### config.mk
export PLATFORM = sky130hd
export DESIGN_NAME = rtcbus_target
export DESIGN_NICKNAME = d
export VERILOG_FILES = /design/src/rtl/rtcbus_pkg.sv /design/src/rtl/rtcbus_sync.sv /design/src/rtl/rtcbus_edges.sv /design/src/rtl/rtcbus_target.sv
export SDC_FILE = /design/constraint.sdc
export NUM_CORES = 1
export LEC_CHECK = 0
export BUFFER_PORTS_ARGS = -buffer_cell sky130_fd_sc_hd__buf_2
export CAP_MARGIN = 40
export CORE_MARGIN = 1
export CORE_UTILIZATION = 58
export CTS_CLUSTER_DIAMETER = 60
export DETAILED_ROUTE_END_ITERATION = 10
export GPL_TIMING_DRIVEN = 0
export PLACE_DENSITY = 0.87
export SLEW_MARGIN = 10
export SYNTH_ARGS = -nofsm -noshare
export SYNTH_HDL_FRONTEND = slang
export SYNTH_SLANG_ARGS = --single-unit
export TNS_END_PERCENT = 100
### constraint.sdc
create_clock -name clk -period 2.3 [get_ports clk]
set_input_delay 0.23 -clock clk [delete_from_list [all_inputs] [get_ports clk]]
set_output_delay 0.23 -clock clk [all_outputs]
set_load 0.05 [all_outputs]
### src/rtl/rtcbus_pkg.sv
package rtcbus_pkg;
  localparam int BYTE_W = 8;

  typedef enum logic [2:0] {
    ST_IDLE,
    ST_RX,
    ST_RX_ACK,
    ST_RD_WAIT,
    ST_RD_CAP,
    ST_TX,
    ST_TX_ACK,
    ST_IGNORE
  } bus_state_e;

  typedef enum logic [1:0] {
    BK_DEV,
    BK_PTR,
    BK_DATA
  } byte_kind_e;
endpackage

### src/rtl/rtcbus_sync.sv
module rtcbus_sync #(
  parameter int FILT_LEN = 4
) (
  input  logic clk,
  input  logic rst,
  input  logic raw,
  output logic filt
);
  localparam int CW = $clog2(FILT_LEN + 1);

  logic [1:0]    meta;
  logic [CW-1:0] cnt;

  always_ff @(posedge clk) begin
    if (rst) begin
      meta <= 2'b11;
      filt <= 1'b1;
      cnt  <= '0;
    end else begin
      meta <= {meta[0], raw};
      if (meta[1] == filt) begin
        cnt <= '0;
      end else if (cnt == CW'(FILT_LEN - 1)) begin
        filt <= meta[1];
        cnt  <= '0;
      end else begin
        cnt <= cnt + 1'b1;
      end
    end
  end

  // a new filtered level must match the synchronised sample it was taken from
  assert_filter_follow_R10: assert property (@(posedge clk) disable iff (rst)
    (filt != $past(filt)) |-> ($past(meta[1]) == filt));

  assert_filter_count_R10: assert property (@(posedge clk) disable iff (rst)
    cnt < CW'(FILT_LEN));
endmodule

### src/rtl/rtcbus_edges.sv
module rtcbus_edges (
  input  logic clk,
  input  logic rst,
  input  logic scl_f,
  input  logic sda_f,
  output logic scl_rise,
  output logic scl_fall,
  output logic start_det,
  output logic stop_det
);
  logic scl_q, sda_q;

  always_ff @(posedge clk) begin
    if (rst) begin
      scl_q <= 1'b1;
      sda_q <= 1'b1;
    end else begin
      scl_q <= scl_f;
      sda_q <= sda_f;
    end
  end

  assign scl_rise  = !scl_q && scl_f;
  assign scl_fall  = scl_q && !scl_f;
  assign start_det = scl_q && scl_f && sda_q && !sda_f;
  assign stop_det  = scl_q && scl_f && !sda_q && sda_f;
endmodule

### src/rtl/rtcbus_target.sv
module rtcbus_target
  import rtcbus_pkg::*;
#(
  parameter logic [6:0] DEV_ADDR   = 7'h68,
  parameter int         REG_COUNT  = 8,
  parameter int         CLOCK_REGS = 7,
  parameter int         FILT_LEN   = 4,
  localparam int        AW         = $clog2(REG_COUNT)
) (
  input  logic              clk,
  input  logic              rst,
  input  logic              pwr_fail,
  input  logic              scl_in,
  input  logic              sda_in,
  output logic              sda_pull,
  output logic              reg_wr,
  output logic              reg_rd,
  output logic [AW-1:0]     reg_addr,
  output logic [BYTE_W-1:0] reg_wdata,
  input  logic [BYTE_W-1:0] reg_rdata,
  output logic              rd_active
);
  localparam int BCW = $clog2(BYTE_W + 1);

  // input conditioning: index 1 = clock line, index 0 = data line
  logic [1:0] raw_v, filt_v;
  assign raw_v = {scl_in, sda_in};

  for (genvar g = 0; g < 2; g++) begin : g_sync
    rtcbus_sync #(.FILT_LEN(FILT_LEN)) u_sync (
      .clk  (clk),
      .rst  (rst),
      .raw  (raw_v[g]),
      .filt (filt_v[g])
    );
  end

  logic scl_f, sda_f;
  assign scl_f = filt_v[1];
  assign sda_f = filt_v[0];

  logic scl_rise, scl_fall, start_det, stop_det;

  rtcbus_edges u_edges (
    .clk       (clk),
    .rst       (rst),
    .scl_f     (scl_f),
    .sda_f     (sda_f),
    .scl_rise  (scl_rise),
    .scl_fall  (scl_fall),
    .start_det (start_det),
    .stop_det  (stop_det)
  );

  bus_state_e        state;
  byte_kind_e        kind;
  logic [BCW-1:0]    bitcnt;
  logic [BYTE_W-1:0] shreg;
  logic [AW-1:0]     ptr;
  logic              read_sess;
  logic              mack;
  logic [AW-1:0]     next_ptr;

  assign next_ptr = (ptr == AW'(REG_COUNT - 1)) ? '0 : ptr + 1'b1;

  always_ff @(posedge clk) begin
    if (rst) begin
      state     <= ST_IDLE;
      kind      <= BK_DEV;
      bitcnt    <= '0;
      shreg     <= '0;
      ptr       <= '0;
      read_sess <= 1'b0;
      mack      <= 1'b0;
      sda_pull  <= 1'b0;
      reg_wr    <= 1'b0;
      reg_rd    <= 1'b0;
      reg_addr  <= '0;
      reg_wdata <= '0;
      rd_active <= 1'b0;
    end else begin
      reg_wr    <= 1'b0;
      reg_rd    <= 1'b0;
      rd_active <= read_sess && ({1'b0, ptr} < (AW + 1)'(CLOCK_REGS));
      if (pwr_fail) begin
        state     <= ST_IDLE;
        ptr       <= '0;
        bitcnt    <= '0;
        sda_pull  <= 1'b0;
        read_sess <= 1'b0;
      end else if (start_det) begin
        state     <= ST_RX;
        kind      <= BK_DEV;
        bitcnt    <= '0;
        sda_pull  <= 1'b0;
        read_sess <= 1'b0;
      end else if (stop_det) begin
        state     <= ST_IDLE;
        sda_pull  <= 1'b0;
        read_sess <= 1'b0;
      end else begin
        case (state)
          ST_RX: begin
            if (scl_rise) begin
              shreg  <= {shreg[BYTE_W-2:0], sda_f};
              bitcnt <= bitcnt + 1'b1;
            end else if (scl_fall && bitcnt == BCW'(BYTE_W)) begin
              bitcnt <= '0;
              if (kind == BK_DEV && shreg[BYTE_W-1:1] != DEV_ADDR) begin
                state <= ST_IGNORE;
              end else begin
                sda_pull <= 1'b1;
                state    <= ST_RX_ACK;
              end
            end
          end
          ST_RX_ACK: begin
            if (scl_fall) begin
              sda_pull <= 1'b0;
              case (kind)
                BK_DEV: begin
                  if (shreg[0]) begin
                    read_sess <= 1'b1;
                    reg_rd    <= 1'b1;
                    reg_addr  <= ptr;
                    state     <= ST_RD_WAIT;
                  end else begin
                    kind  <= BK_PTR;
                    state <= ST_RX;
                  end
                end
                BK_PTR: begin
                  ptr   <= shreg[AW-1:0];
                  kind  <= BK_DATA;
                  state <= ST_RX;
                end
                default: begin
                  reg_wr    <= 1'b1;
                  reg_addr  <= ptr;
                  reg_wdata <= shreg;
                  ptr       <= next_ptr;
                  state     <= ST_RX;
                end
              endcase
            end
          end
          ST_RD_WAIT: state <= ST_RD_CAP;
          ST_RD_CAP: begin
            shreg    <= reg_rdata;
            sda_pull <= !reg_rdata[BYTE_W-1];
            bitcnt   <= '0;
            state    <= ST_TX;
          end
          ST_TX: begin
            if (scl_fall) begin
              if (bitcnt == BCW'(BYTE_W - 1)) begin
                sda_pull <= 1'b0;
                state    <= ST_TX_ACK;
              end else begin
                shreg    <= {shreg[BYTE_W-2:0], 1'b0};
                sda_pull <= !shreg[BYTE_W-2];
                bitcnt   <= bitcnt + 1'b1;
              end
            end
          end
          ST_TX_ACK: begin
            if (scl_rise) begin
              mack <= !sda_f;
            end else if (scl_fall) begin
              if (mack) begin
                ptr      <= next_ptr;
                reg_rd   <= 1'b1;
                reg_addr <= next_ptr;
                state    <= ST_RD_WAIT;
              end else begin
                read_sess <= 1'b0;
                state     <= ST_IGNORE;
              end
            end
          end
          default: ;
        endcase
      end
    end
  end

  assert_pf_abort_R8: assert property (@(posedge clk) disable iff (rst)
    pwr_fail |=> (!sda_pull && ptr == '0 && !reg_wr && !reg_rd));

  assert_pull_clock_low_R10: assert property (@(posedge clk) disable iff (rst)
    $rose(sda_pull) |-> !scl_f);

  assert_ignore_quiet_R2: assert property (@(posedge clk) disable iff (rst)
    (state == ST_IGNORE && $past(state) == ST_IGNORE) |-> (!sda_pull && !reg_wr && !reg_rd));

  assert_one_strobe_R5: assert property (@(posedge clk) disable iff (rst)
    !(reg_wr && reg_rd));

  assert_wr_advance_R4: assert property (@(posedge clk) disable iff (rst)
    reg_wr |-> (ptr != reg_addr));

  assert_wr_not_reading_R9: assert property (@(posedge clk) disable iff (rst)
    reg_wr |-> !rd_active);
endmodule

==> impl_results.md <==
* Max transition margin at 38.8%
* Static Leakage at 1.11 nW
* Final number of hold-violating endpoints at 0
* Slew Viols, Final at 0
* Worst path cell trace: buf_2 -> nor3b_1 -> o2bb2ai_1 -> nor4_4 -> buf_2 -> nor2_1 -> a211oi_1
* Ys async rst share at 0%
* TritonCTS clock tree: yes
* Final Skew at 0.00702 ns
* Clk_lat worst skew at 0.30 ns
* Longest Clk Path Bufs at 2
* CTS Buf Count at 5
* Placed cells at ~370
* Maximum fanout along the worst path at 10
* Die W at between 60 and 70 microns
* CP Launch Type: register
* Core area at 4120 sq um
* Avg Cell Area, Syn at 8.78 sq um
* Switching share of power at approximately 22%
* Initial antenna violation count at 0
* Worst setup margin at 0.250 ns
* Clock share of power at 37.2%
* IO Port Bufs at 27
* Yosys cell types at 56
* GRT Total Usage at 27.0%
* Pin count of the biggest net entering global routing at 17
* CP max stage cell: dfxtp_1
* FILL cells at 347
* Place WS at 0.285 ns
* Max-cap violation count at 0
* Sequential power share at 60.1%
* DRC Markers at 0
* Post-synth EDFFs at 0
* Outcome: complete, no violations
* Setup_tns at 0 ns
* Synth area leader: dfxtp_1
* Post-CTS sizing at 0
* Minimum clock period at between 2 and 2.5 ns
* Die Area at 4670 sq um
* Cell count after synthesis at 291
* Clk Tree Root Cell: clkbuf_8
* Fin crit share at roughly 89%
* Most frequent cell after synthesis: dfxtp_1
* #FFs+latches synth at 51
* Grt ovf at 0
* Reg clk slew, reported paths at 0.10 ns
* Pre-antenna DRT Iters at 4
* Setup Buffers After CTS at 0
* Syn Nets at about 310
* Post-synth top flop: dfxtp_1
* Num Clock Sinks at 51
* Initial Util at approximately 62%
* Crit end category: register
* Sequential fraction of the synthesis area at about two fifths
* Via density at 6.06
* Routed Antenna Nets at 0
* Top cells by count, synth: dfxtp_1 (51), nor2_1 (43), nand2_1 (21)
* Share of the synthesized area in the top cell type at 40.0%
* Nets at 346
* Share of cells above drive strength 1 at about a fifth
* Max Clk Rate at 488 MHz
* Kind of critical path: register to register
* Rows at 23
* Combinational power share at 2.6%
* DP Wirelength at 4.21 mm
* Wire length per cell at 15.4 microns
* Psw at 0.331 mW
* Area grow syn2layout at 11.5%
* Crit path DAT at between 2 and 2.5 ns
* Final Non-Filler Cells at roughly 380
* Final wirelength at 5.80 mm
* Mapped cell area at 2550 sq um
* I/O pins at 28
* Vias in the first global route at 2003
* RSZ-0062 raised after global routing: no
* Cell area power density at 519 nW/um^2
* Min-Delay Path Class: primary input to register
* Final setup viols at 0
* Worst-margin pin slew at 0.908 ns
* Internal power at 1.15 mW
* Hold buffer count at CTS at 0
* Worst EP required at 2.52 ns
* Global-route wire length before repair at 9.36 mm
* Initial drt markers at 114
* Maximum vdd drop at 0.000504 V
* Main area contributors after synthesis: dfxtp_1 (40%), nor2_1 (6.3%), mux2i_1 (6.3%), ha_1 (3.9%), nand2_1 (3.1%)
* Cell mode on critical path: buf_2
* # H-tree levels at 2
* Yosys warnings at 0
* Final Wtd Congestion at 0.892
* Largest stage delay, worst path at 0.47 ns
* Multi-input combinational cell area at 1400 sq um
* Die H at 68.4 microns
* Via count at 2277
* Reg area at 1020 sq um
* # diodes at 0
-- layout by cell type, fill, tap and decap left out, drive strengths merged, types with 2 or more instances in the layout --
cell type	synthesis	routed
a2111oi	3	3
a211oi	7	7
a21oi	10	10
a311oi	8	8
a31o	2	2
a31oi	2	2
buf	8	35
clkbuf	8	14
dfxtp	51	51
ha	8	8
inv	13	14
mux2	3	3
mux2i	16	16
nand2	21	21
nand2b	3	3
nand3	3	3
nand3b	3	3
nand4	2	2
nor2	43	43
nor2b	6	6
nor3	9	9
nor3b	4	4
nor4	8	8
o211a	2	2
o21ai	14	14
o31ai	2	2
or2	6	6
or3	5	5
or4	2	2
or4b	2	2
xnor2	3	3
-- registers in the layout, summed over array words and instances, names as in the netlist, 3 cells and up --
register	cells
g_sync.u_sync.meta	4
g_sync.u_sync.cnt	6
state	3
reg_addr	3
shreg	8
bitcnt	4
ptr	3
reg_wdata	8
-- worst max-delay path, delay by kind of cell, from the launching register on --
kind | cells | cell delay [ns]
compound gates | 2 | 0.36
buf+inv | 2 | 0.59
flops | 1 | 0.47
simple gates | 3 | 0.56
-- area by class of cell --
class,count,area share (%)
Buffer,16,2.85
Sequential cell,51,35.8
Clock inverter,2,0.483
Timing Repair Buffer,27,4.74
Clock buffer,6,2.90
Tap cell,50,2.20
Inverter,13,1.71
Multi-Input combinational cell,211,49.3
-- kinds of logic (layout without fill, tap and decap cells) --
| family | count (synthesis) | after routing | share of synthesized area [%] |
|---|---|---|---|
| AND/OR/NAND/NOR | 123 | 123 | 26.3 |
| AO/OA/AOI/OAI | 58 | 58 | 16.1 |
| flip-flops | 51 | 51 | 40.0 |
| buffers and inverters | 29 | 64 | 5.09 |
| multiplexers | 19 | 19 | 7.59 |
| adder cells (fa/ha/maj) | 8 | 8 | 3.92 |
| XOR/XNOR | 3 | 3 | 1.03 |
-- per-layer routing --
| metal | global-route usage, % | up-vias | routed length, microns |
|---|---|---|---|
| met5 | 0 | - | 0 |
| li1 | - | 1115 | - |
| met1 | 34.8 | 1063 | 2650 |
| met4 | 8.59 | 0 | 71 |
| met3 | 5.17 | 8 | 381 |
| met2 | 44.9 | 91 | 2690 |
-- worst paths after layout --
kind                       startpoint                        to  slack (ns)  cells after the start
min reg2reg  g_sync[0].u_sync.meta[0]  g_sync[0].u_sync.meta[1]        0.42                      1
max                          state[2]                  shreg[0]        0.25                      7
min                            scl_in  g_sync[1].u_sync.meta[0]         0.1                      2
max reg2reg                  state[2]                  shreg[0]        0.25                      7
-- per-stage QoR --
stage	power [mW]	hold WS, ns	util, %	area (sq um)
3_5_place_dp	0.948	0.394	66.9	2750
2_1_floorplan	0.928	0.334	-	2550
4_1_cts	1.48	0.0988	69.2	2850
6_report	1.48	0.0998	69.2	2850
5_1_grt	1.52	0.104	69.2	2850
3_3_place_gp	0.947	0.402	66.9	2750
-- power by group through the flow --
| stage | combinational, mW | clock [mW] | sequential [mW] |
|---|---|---|---|
| final | 0.0391 | 0.550 | 0.889 |
| after detailed placement | 0.0384 | 0 | 0.909 |
| after floorplan | 0.0195 | 0 | 0.909 |
| after global placement | 0.0380 | 0 | 0.909 |
| after global routing | 0.0430 | 0.583 | 0.889 |
| after CTS | 0.0389 | 0.555 | 0.889 |
No activity file was read; power rests on OpenSTA's default activity.
